[config.mk]
export PLATFORM = sky130hd
export DESIGN_NAME = audio_ser_tx
export DESIGN_NICKNAME = d
export VERILOG_FILES = /design/src/rtl/aud_tx_pkg.sv /design/src/rtl/aud_clkdiv.sv /design/src/rtl/aud_sample_buf.sv /design/src/rtl/aud_framer.sv /design/src/rtl/audio_ser_tx.sv
export SDC_FILE = /design/constraint.sdc
export NUM_CORES = 1
export LEC_CHECK = 0
export CAP_MARGIN = 20
export CELL_PAD_IN_SITES_DETAIL_PLACEMENT = 1
export CELL_PAD_IN_SITES_GLOBAL_PLACEMENT = 1
export CORE_ASPECT_RATIO = 0.6
export CORE_MARGIN = 3
export CORE_UTILIZATION = 49
export DETAILED_ROUTE_END_ITERATION = 16
export DONT_BUFFER_PORTS = 1
export PLACE_DENSITY = 0.92
export SLEW_MARGIN = 20
export SYNTH_ARGS = -nofsm -noshare
export SYNTH_HDL_FRONTEND = slang
export SYNTH_SLANG_ARGS = --single-unit
[constraint.sdc]
create_clock -name clk_i -period 7.1 [get_ports clk_i]
set_input_delay 0.71 -clock clk_i [delete_from_list [all_inputs] [get_ports clk_i]]
set_output_delay 0.71 -clock clk_i [all_outputs]
set_load 0.05 [all_outputs]
[src/rtl/aud_tx_pkg.sv]
package aud_tx_pkg;

    localparam int unsigned WORD_W = 32;

    typedef enum logic [1:0] {
        STD_PHILIPS = 2'd0,
        STD_MSB     = 2'd1,
        STD_LSB     = 2'd2,
        STD_PCM     = 2'd3
    } aud_std_e;

endpackage

[src/rtl/aud_clkdiv.sv]
module aud_clkdiv #(
    parameter int unsigned DIV_W = 8
) (
    input  logic             clk_i,
    input  logic             rst_ni,
    input  logic [DIV_W-1:0] div_i,
    input  logic             odd_i,
    input  logic             pol_i,
    input  logic             mclk_en_i,
    output logic             tick_o,
    output logic             bclk_o,
    output logic             mclk_o
);

    localparam int unsigned CNT_W = DIV_W + 2;

    typedef struct packed {
        logic [CNT_W-1:0] cnt;
        logic             bclk;
        logic             mclk;
    } div_state_t;

    div_state_t st_d, st_q;

    logic [DIV_W-1:0] div_eff;
    logic [CNT_W-1:0] ratio;
    logic [CNT_W-1:0] half;

    always_comb begin
        div_eff = (div_i < DIV_W'(2)) ? DIV_W'(2) : div_i;
        ratio   = {1'b0, div_eff, odd_i};
        half    = ratio >> 1;
        tick_o  = (st_q.cnt >= (ratio - CNT_W'(1)));

        st_d      = st_q;
        st_d.cnt  = tick_o ? '0 : st_q.cnt + CNT_W'(1);
        st_d.bclk = (st_d.cnt >= half) ^ pol_i;
        st_d.mclk = mclk_en_i & ~st_q.mclk;
    end

    always_ff @(posedge clk_i) begin
        if (!rst_ni) begin
            st_q <= '0;
        end else begin
            st_q <= st_d;
        end
    end

    assign bclk_o = st_q.bclk;
    assign mclk_o = st_q.mclk;

    assert_bclk_launch_R3: assert property (@(posedge clk_i) disable iff (!rst_ni)
        tick_o |=> (bclk_o == $past(pol_i)));

    assert_mclk_quiet_R11: assert property (@(posedge clk_i) disable iff (!rst_ni)
        !mclk_en_i |=> !mclk_o);

    assert_cnt_range_R2: assert property (@(posedge clk_i) disable iff (!rst_ni)
        $stable(div_i) && $stable(odd_i) |-> (st_q.cnt < ratio));

endmodule

[src/rtl/aud_sample_buf.sv]
module aud_sample_buf
    import aud_tx_pkg::*;
(
    input  logic              clk_i,
    input  logic              rst_ni,
    input  logic [1:0]        dlen_i,
    input  logic              left_align_i,
    input  logic              valid_i,
    input  logic              right_i,
    input  logic [WORD_W-1:0] data_i,
    output logic              ready_o,
    input  logic              load_i,
    input  logic              load_ch_i,
    output logic [WORD_W-1:0] word_o
);

    typedef struct packed {
        logic [1:0][WORD_W-1:0] slot;
        logic [1:0]             full;
    } buf_state_t;

    buf_state_t st_d, st_q;

    logic [5:0]        pad;
    logic [WORD_W-1:0] norm;
    logic              accept;

    always_comb begin
        unique case (dlen_i)
            2'd0:    pad = 6'd16;
            2'd1:    pad = 6'd8;
            default: pad = 6'd0;
        endcase
        norm = left_align_i ? (data_i & ({WORD_W{1'b1}} << pad)) : (data_i << pad);

        ready_o = ~st_q.full[right_i];
        accept  = valid_i & ready_o;
        word_o  = st_q.full[load_ch_i] ? st_q.slot[load_ch_i] : '0;

        st_d = st_q;
        if (load_i) begin
            st_d.full[load_ch_i] = 1'b0;
        end
        if (accept) begin
            st_d.slot[right_i] = norm;
            st_d.full[right_i] = 1'b1;
        end
    end

    always_ff @(posedge clk_i) begin
        if (!rst_ni) begin
            st_q <= '0;
        end else begin
            st_q <= st_d;
        end
    end

    assert_left_fill_R10: assert property (@(posedge clk_i) disable iff (!rst_ni)
        (valid_i && ready_o && !right_i) |=> st_q.full[0]);

    assert_right_fill_R10: assert property (@(posedge clk_i) disable iff (!rst_ni)
        (valid_i && ready_o && right_i) |=> st_q.full[1]);

endmodule

[src/rtl/aud_framer.sv]
module aud_framer
    import aud_tx_pkg::*;
#(
    parameter int unsigned PCM_LONG_LEN = 13
) (
    input  logic              clk_i,
    input  logic              rst_ni,
    input  logic              tick_i,
    input  logic [1:0]        std_i,
    input  logic              pcm_long_i,
    input  logic [1:0]        dlen_i,
    input  logic              chlen_i,
    input  logic              wsinv_i,
    input  logic [WORD_W-1:0] word_i,
    output logic              load_o,
    output logic              load_ch_o,
    output logic              sd_o,
    output logic              ws_o
);

    localparam int unsigned POS_W = 7;

    typedef struct packed {
        logic [POS_W-1:0]  pos;
        logic              started;
        logic [WORD_W-1:0] sh;
        logic              sd;
        logic              ws;
    } frm_state_t;

    frm_state_t st_d, st_q;

    aud_std_e         std_sel;
    logic             cl32;
    logic             ch;
    logic [POS_W-1:0] cl, dl, frame_len, off, pos_inc, pn, rel, k;

    always_comb begin
        std_sel   = aud_std_e'(std_i);
        cl32      = chlen_i | (dlen_i != 2'd0);
        cl        = cl32 ? POS_W'(32) : POS_W'(16);
        unique case (dlen_i)
            2'd0:    dl = POS_W'(16);
            2'd1:    dl = POS_W'(24);
            default: dl = POS_W'(32);
        endcase
        frame_len = cl << 1;

        unique case (std_sel)
            STD_PHILIPS: off = POS_W'(1);
            STD_MSB:     off = POS_W'(0);
            STD_LSB:     off = cl - dl;
            default:     off = pcm_long_i ? POS_W'(0) : POS_W'(1);
        endcase

        pos_inc   = st_q.pos + POS_W'(1);
        pn        = !st_q.started ? '0 : ((pos_inc >= frame_len) ? '0 : pos_inc);
        rel       = (pn >= off) ? (pn - off) : (pn + frame_len - off);
        ch        = (rel >= cl);
        k         = ch ? (rel - cl) : rel;
        load_o    = tick_i && (k == '0);
        load_ch_o = ch;

        st_d = st_q;
        if (tick_i) begin
            st_d.started = 1'b1;
            st_d.pos     = pn;
            st_d.sh      = (k == '0) ? word_i : {st_q.sh[WORD_W-2:0], 1'b0};
            st_d.sd      = (k < dl) ? st_d.sh[WORD_W-1] : 1'b0;
            if (std_sel == STD_PCM) begin
                st_d.ws = pcm_long_i ? (pn < POS_W'(PCM_LONG_LEN)) : (pn == '0);
            end else begin
                st_d.ws = (pn >= cl) ^ wsinv_i;
            end
        end
    end

    always_ff @(posedge clk_i) begin
        if (!rst_ni) begin
            st_q <= '0;
        end else begin
            st_q <= st_d;
        end
    end

    assign sd_o = st_q.sd;
    assign ws_o = st_q.ws;

    assert_sd_on_tick_R3: assert property (@(posedge clk_i) disable iff (!rst_ni)
        !$stable(sd_o) |-> $past(tick_i));

    assert_ws_on_tick_R4: assert property (@(posedge clk_i) disable iff (!rst_ni)
        !$stable(ws_o) |-> $past(tick_i));

    assert_pos_in_frame_R8: assert property (@(posedge clk_i) disable iff (!rst_ni)
        $stable(chlen_i) && $stable(dlen_i) |-> (st_q.pos < frame_len));

endmodule

[src/rtl/audio_ser_tx.sv]
module audio_ser_tx
    import aud_tx_pkg::*;
#(
    parameter int unsigned DIV_W        = 8,
    parameter int unsigned PCM_LONG_LEN = 13
) (
    input  logic              clk_i,
    input  logic              rst_ni,
    input  logic [1:0]        cfg_std_i,
    input  logic              cfg_pcm_long_i,
    input  logic [1:0]        cfg_dlen_i,
    input  logic              cfg_chlen_i,
    input  logic              cfg_pol_i,
    input  logic              cfg_wsinv_i,
    input  logic              cfg_left_align_i,
    input  logic [DIV_W-1:0]  cfg_div_i,
    input  logic              cfg_odd_i,
    input  logic              cfg_mclk_en_i,
    input  logic              s_valid_i,
    output logic              s_ready_o,
    input  logic              s_right_i,
    input  logic [WORD_W-1:0] s_data_i,
    output logic              bclk_o,
    output logic              ws_o,
    output logic              sd_o,
    output logic              mclk_o
);

    logic              tick;
    logic              load;
    logic              load_ch;
    logic [WORD_W-1:0] word;

    aud_clkdiv #(
        .DIV_W(DIV_W)
    ) i_clkdiv (
        .clk_i     (clk_i),
        .rst_ni    (rst_ni),
        .div_i     (cfg_div_i),
        .odd_i     (cfg_odd_i),
        .pol_i     (cfg_pol_i),
        .mclk_en_i (cfg_mclk_en_i),
        .tick_o    (tick),
        .bclk_o    (bclk_o),
        .mclk_o    (mclk_o)
    );

    aud_sample_buf i_sample_buf (
        .clk_i        (clk_i),
        .rst_ni       (rst_ni),
        .dlen_i       (cfg_dlen_i),
        .left_align_i (cfg_left_align_i),
        .valid_i      (s_valid_i),
        .right_i      (s_right_i),
        .data_i       (s_data_i),
        .ready_o      (s_ready_o),
        .load_i       (load),
        .load_ch_i    (load_ch),
        .word_o       (word)
    );

    aud_framer #(
        .PCM_LONG_LEN(PCM_LONG_LEN)
    ) i_framer (
        .clk_i      (clk_i),
        .rst_ni     (rst_ni),
        .tick_i     (tick),
        .std_i      (cfg_std_i),
        .pcm_long_i (cfg_pcm_long_i),
        .dlen_i     (cfg_dlen_i),
        .chlen_i    (cfg_chlen_i),
        .wsinv_i    (cfg_wsinv_i),
        .word_i     (word),
        .load_o     (load),
        .load_ch_o  (load_ch),
        .sd_o       (sd_o),
        .ws_o       (ws_o)
    );

endmodule

==> results.md, run 1 <==
* Hold slack at 0.430 ns
* Hold WC Path Type: input port to flip-flop
* Mapped Cells at 997
* Clock Skew at 0.0219 ns
* Row count at 35
* Reg2reg end: i_framer.st_q[26]
* Share of cells above drive strength 1 at 0.119
* Post-route minimum period at 7.37 ns
* Filler Cell Count at 1857
* Die X at 171 microns
* CP Capture Type: flip-flop
* Final #Nets at 1063
* Synth top area cells: dfxtp_1 (30%), ha_1 (6.9%), nand2_1 (6.8%)
* FF-to-FF path depth at 26
* Skew-Pair Late Insertion Delay at 0.44 ns
* Crit path to: i_framer.st_q[26]
* Pin count of the biggest net entering global routing at 149
* Pwr Density at 243 nW/um^2
* GPL Wtd Cong at 0.961
* Synthesis Warnings at 0
* Main combinational cell family by area after synthesis: simple AND/OR/NAND/NOR gates
* Post-synth top area cell: dfxtp_1
* Hpwl dp at 17700 microns
* Mean post-synth cell area at 8.03 sq um
* Netlist Area Pre-Place at 8000 sq um
* Total vias in the final route at 8555
* Endpoints failing setup at 34
* Post-synthesis simple-gate area fraction at 0.258
* Combinational share of power at 0.211
* FF-to-FF Start: i_framer.st_q[39]
* Hold Fails Final Rpt at 0
* DRT iter0 DRCs at 1278
* Routed Antenna Nets at 0
* Setup WS post-layout at -0.265 ns
* CTS tree: done
* Die H at 105 microns
* Async SR Flop Fraction at 0
* Vias per cell at 7.27
* Fin crit share at 1.04
* Area grow syn2layout at 10.2%
* Post-synth cell types at 74
* I/O Buffers at 0
* F_max at 136 MHz
* Clock transition at path regs at 0.07 ns
* Routed WL at 34600 microns
* WL/cell at 29.4 microns
* First-pass GRT wire length at 49500 microns
* Yosys top cell area share at 0.298
* Post-synth EDFFs at 0
* P_sw at 692 uW
* Std-Cell Core Area at 15700 sq um
* Worst setup SP type: flip-flop
* Flop pwr share at 0.334
* Max clock buf depth at 2
* Worst-margin pin slew at 1.19 ns
* Crit Path Class: flip-flop to flip-flop
* Leak at 0.00373 uW
* Main synth FF type: dfxtp_1
* Remaining DRCs at 0
* Worst Path Arrival at 7.71 ns
* Worst IR Drop VDD at 0.000181 V
* Post-synthesis mux area share at 0.0726
* Synth Area in Compound Gates at 0.191
* Xor and xnor area share after synthesis at 0.0366
* Slew Limit Fails at 0
* Sw frac at 0.323
* Ports at 60
* Antenna violations before repair at 1
* H-tree levels at 4
* Status: finished, violations left
* Clk pwr share at 0.455
* Total global routing overflow at 0
* Most common cell in the netlist: nand2_1
* Drt pass-1 iters at 9
* Vias in the first global route at 8384
* Synth Register Bits at 119
* Max-Cap Viols at 0
* Failing checks: negative setup slack
* Die Area at 17900 sq um
* Post-synth net total at 1101
* Total GRT Usage at 0.357
* Starting Density at 0.510
* Top cells by count, synth: nand2_1 (145), dfxtp_1 (119), o21ai_0 (64), nor2_1 (63), nand3_1 (61)
* Slew HR at 0.209
* Worst Path Required at 7.45 ns
* Num CTS Buffers at 17
* Worst R2R Setup Slack at -0.27 ns
* Clock root cell: clkbuf_16
* Worst Path Max Fanout at 30
* CP startpoint: i_framer.st_q[39]
* Post-Synth Adder-Cell Area at 0.0813
* CTS Sinks at 119
* Cts-stage hold buffer count at 0
* Post-synthesis sequential area ratio at 0.298
* Power Internal at 1450 uW
* Final core occ at 0.563
==> worst max-delay path, stage by stage, from the launching register on <==
cell	delay (ns)
dfxtp_1	0.50
nand3_1	0.16
nor2_1	0.22
xor2_2	0.33
inv_2	0.14
ha_1	0.35
nand4_2	0.19
o31ai_4	0.40
nor2_4	0.13
ha_1	0.46
and4_1	0.29
or3b_1	0.41
o211ai_1	0.31
o21ai_1	0.18
o21ai_2	0.28
buf_4	0.20
nor2_1	0.08
a21oi_1	0.29
ha_1	0.40
and4_1	0.21
o21ai_1	0.14
and4b_4	0.37
buf_4	0.20
mux2i_4	0.33
buf_6	0.28
nand4_1	0.24
nand3_1	0.21
==> power by group through the flow <==
stage | logic, uW | clock network (uW) | registers, uW
after floorplan | 303 | 0 | 716
after detailed placement | 351 | 0 | 724
after CTS | 387 | 959 | 711
final | 452 | 974 | 715
after global placement | 336 | 0 | 723
after global routing | 461 | 1000 | 716
==> cell families (layout without fill, tap and decap cells) <==
family | Yosys count | after routing
xor gates and xnor gates | 31 | 31
buffers and inverters | 111 | 86
other | 1 | 2
DFF | 119 | 119
and+or+nand+nor | 419 | 419
adders and majority gates | 49 | 49
AOI/OAI and AO/OA | 214 | 214
muxes | 53 | 53
==> routing by layer <==
metal | share of wire | GRT usage
met5 | 0.00029 | 0.0319
met4 | 0.069 | 0.166
met3 | 0.15 | 0.141
met2 | 0.40 | 0.519
met1 | 0.38 | 0.461
==> placed cells by master (no fill, tap or decap), drive strengths merged, types with 4 or more instances in the layout <==
master,n
bufinv,4
a21oi,19
buf,20
o21ai,66
clkinv,6
a21o,8
mux2,30
mux2i,23
dfxtp,119
a41oi,29
nor3,8
xor2,12
nand3,62
a22o,8
nand2b,10
a22oi,9
nor2b,6
nor2,64
o211a,18
or3,28
ha,44
nand4,33
a31oi,5
fa,5
a21boi,23
clkbuf,18
inv,36
and2,44
xnor2,18
and3,5
o31ai,6
nand2,145
==> through the flow <==
step	instance area, sq um	TNS (ns)	setup WS, ns	instances	total power, uW
after global routing	8820	-4.96	-0.319	1175	2180
after floorplan	8000	0	0.689	997	1020
after detailed placement	8010	0	0.0445	1136	1080
after CTS	8710	0	0.0623	1173	2060
after global placement	8000	0	0.410	1135	1060
final	8820	-3.97	-0.265	1176	2140
==> worst min-delay path by stage <==
stage | from | endpoint | slack [ns] | cells past startpoint
2_1_floorplan | i_clkdiv.st_q[2] | i_clkdiv.st_q[2] | 0.43 | 1
4_1_cts | rst_ni | i_clkdiv.bclk_o | 0.41 | 1
5_1_grt | rst_ni | i_clkdiv.bclk_o | 0.42 | 1
3_5_place_dp | i_sample_buf.st_q[8] | i_sample_buf.st_q[8] | 0.46 | 2
3_3_place_gp | i_sample_buf.st_q[36] | i_sample_buf.st_q[36] | 0.45 | 2
6_report | cfg_dlen_i[1] | i_sample_buf.st_q[5] | 0.43 | 2
==> flip-flops by register name (all words and copies together) (netlist names) <==
signal,cells
i_sample_buf.st_q,66
i_framer.ws_o,1
i_clkdiv.st_q,10
i_framer.st_q,39
i_framer.sd_o,1
i_clkdiv.mclk_o,1
i_clkdiv.bclk_o,1
==> final cells by class <==
type | count | area (sq um) | area share
flip-flops and latches | 119 | 2380 | 0.270
inverters | 34 | 128 | 0.0145
clock buffers | 18 | 439 | 0.0498
well taps | 203 | 254 | 0.0288
multi-input cells | 767 | 5250 | 0.596
repair buffers | 20 | 161 | 0.0183
diodes | 1 | 2.50 | 0.000284
clock inverters | 14 | 198 | 0.0224
==> what timing repair did <==
action                                  4_1_cts  5_1_grt
pin swaps                                     1        3
endpoints found under the setup margin       34       34
buffers inserted                              5        2
gates resized for setup                       8       22
Note: power is estimated with default switching activity, not from simulation.
==> inputs of run 2 (changes only) <==
--- a/config.mk
+++ b/config.mk
@@ -5,14 +5,14 @@
 export SDC_FILE = /design/constraint.sdc
 export NUM_CORES = 1
 export LEC_CHECK = 0
+export BUFFER_PORTS_ARGS = -buffer_cell sky130_fd_sc_hd__buf_2
 export CAP_MARGIN = 20
 export CELL_PAD_IN_SITES_DETAIL_PLACEMENT = 1
 export CELL_PAD_IN_SITES_GLOBAL_PLACEMENT = 1
 export CORE_ASPECT_RATIO = 0.6
 export CORE_MARGIN = 3
-export CORE_UTILIZATION = 49
+export CORE_UTILIZATION = 46
 export DETAILED_ROUTE_END_ITERATION = 16
-export DONT_BUFFER_PORTS = 1
 export PLACE_DENSITY = 0.92
 export SLEW_MARGIN = 20
 export SYNTH_ARGS = -nofsm -noshare
==> constraint.sdc (replaced) <==
create_clock -name clk_i -period 7.1 [get_ports clk_i]
set_input_delay 0.71 -clock clk_i [delete_from_list [all_inputs] [get_ports clk_i]]
set_output_delay 0.71 -clock clk_i [all_outputs]
set_load 0.1 [all_outputs]
==> run 2 against run 1 <==
Effect of this change:
- the flow still finishes with violations (negative setup slack)
- utilization shrank 1.5 points
- setup slack gained 0.061 ns
- fmax grew 0.84%
- register-to-register slack gained 0.06 ns
- global-route usage shrank 5.3 points
- first-iteration DRC count shrank 29%
- flip-flop and latch count is the same
- wire length shrank 13%
- worst hold slack gained 0.038 ns
- largest cell class unchanged
- largest power group unchanged
- highest routed layer is now met4
==> results.md, run 2 (same netlist as run 1, synthesis figures left out) <==
* Total power draw at 2130 uW
* Remaining DRCs at 0
* Flop pwr share at 0.332
* Slew HR at 0.232
* Final #Nets at 1125
* Total global routing overflow at 0
* Pin count of the biggest net entering global routing at 92
* Clock transition at path regs at 0.06 ns
* Routed Antenna Nets at 0
* Largest register FFs at 66
* Total GRT Usage at 0.304
* Clk pwr share at 0.452
* Finished Layout Cells at 1262
* Hpwl dp at 18100 microns
* Slowest cell delay on critical path at 0.47 ns
* Worst Hold Path Cells at 2
* Commonest cells after routing, fill and taps aside: nand2_1 (145), dfxtp_1 (119), o21ai_0 (63)
* N_diodes at 0
* Pre-CTS setup slack at 0.237 ns
* Starting Density at 0.481
* Die Area at 19100 sq um
* F_max at 137 MHz
* Worst IR Drop VDD at 0.000141 V
* Leak at 0.00398 uW
* Power Internal at 1460 uW
* Worst setup SP type: flip-flop
* Failing checks: negative setup slack
* Endpoints failing setup at 4
* Status: finished, violations left
* Most common cell after layout, fill and taps aside: nand2_1
* FF-to-FF path depth at 28
* Vias in the first global route at 8018
* Post-route minimum period at 7.30 ns
* Sw frac at 0.313
* Ports at 60
* Hold Fails Final Rpt at 0
* Row count at 36
* Drt pass-1 iters at 6
* H-tree levels at 4
* Met1 GRT Util at 0.416
* Most used cell, CP: ha_1
* First-pass GRT wire length at 45300 microns
* Skew-Pair Late Insertion Delay at 0.43 ns
* CTS tree: done
* Top Registers: i_sample_buf.st_q x66, i_framer.st_q x39, i_clkdiv.st_q x10
* GPL Wtd Cong at 0.924
* Routed WL at 30200 microns
* WL/cell at 23.9 microns
* Antenna violations before repair at 0
* Final core occ at 0.547
* Worst Path Arrival at 7.63 ns
* Vias per cell at 6.50
* Seq. cell area at 2380 sq um
* Top Usage Layer GRT: met2
* Worst-margin pin slew at 1.15 ns
* Crit Path Class: flip-flop to flip-flop
* Max-Cap Viols at 0
* Hold WC Path Type: flip-flop to flip-flop
* Clock root cell: clkbuf_16
* Setup WS post-layout at -0.204 ns
* Worst Path Max Fanout at 6
* DRT iter0 DRCs at 907
* Biggest register: i_sample_buf.st_q
* Share of cells above drive strength 1 at 0.162
* Cell Count Post-Placement at 1228
* Worst Path Required at 7.43 ns
* CTS Sinks at 119
* Num CTS Buffers at 17
* Die H at 108 microns
* Combinational share of power at 0.216
* Max clock buf depth at 2
* Slew Limit Fails at 0
* Die X at 176 microns
* Fin crit share at 1.03
* I/O Buffers at 59
* CP Capture Type: flip-flop
* Pwr Density at 234 nW/um^2
* Std-Cell Core Area at 16600 sq um
* Multi-input combinational cell area at 5170 sq um
* P_sw at 668 uW
* Hold slack at 0.469 ns
* Met3 Use GR at 0.0877
* Area grow syn2layout at 13.7%
* Slowest cell on the critical path: dfxtp_1
* GR Layer Usage met2 at 0.459
* Filler Cell Count at 1981
* Clock Skew at 0.0111 ns
* Total vias in the final route at 8204
[run 2: final cells by class]
cell class                 instances  share of cell area
inverter                          34              0.0140
clock inverter                    13              0.0212
clock buffer                      19              0.0498
multi-input combinational        767               0.568
sequential                       119               0.262
tap                              228              0.0314
timing repair buffer              82              0.0535
[run 2: critical path: cells and delay by family, from the launching register on]
| kind | cells | cell delay [ns] |
|---|---|---|
| and+or+nand+nor | 11 | 2.45 |
| buffers and inverters | 1 | 0.21 |
| AOI/OAI and AO/OA | 9 | 2.00 |
| xor gates and xnor gates | 1 | 0.23 |
| adders and majority gates | 5 | 1.55 |
| muxes | 1 | 0.28 |
| DFF | 1 | 0.47 |
[run 2: power by group through the flow]
stage | registers, uW | logic, uW | clock network [uW]
floorplan | 719 | 305 | 0
global placement | 718 | 399 | 0
detailed placement | 719 | 414 | 0
CTS | 706 | 426 | 976
global route | 709 | 486 | 1010
finish | 708 | 460 | 964
[run 2: metal layers]
layer	vias up	wire (microns)
met5	-	0
li1	3604	-
met3	142	3390
met1	3920	12700
met2	538	12900
met4	0	1250
[run 2: timing repair]
action                     4_1_cts  5_1_grt
setup endpoints to repair        0       33
gates resized for setup          0       10
setup buffers                    0        2
hold buffers                     0        0
[run 2: path summary, 6_finish.rpt]
path | end | slack [ns] | start
hold reg to reg | i_sample_buf.st_q[5] | 0.47 | i_sample_buf.st_q[5]
hold / removal | i_sample_buf.st_q[5] | 0.47 | i_sample_buf.st_q[5]
setup reg to reg | i_framer.sd_o | -0.20 | i_framer.st_q[35]
setup / recovery | i_framer.sd_o | -0.20 | i_framer.st_q[35]
[run 2: through the flow]
| stage | cell area [sq um] | TNS, ns |
|---|---|---|
| 6_report | 9090 | -0.256 |
| 5_1_grt | 9090 | -2.37 |
| 4_1_cts | 9050 | 0 |
| 3_5_place_dp | 8410 | 0 |
| 3_3_place_gp | 8410 | 0 |
| 2_1_floorplan | 8000 | 0 |
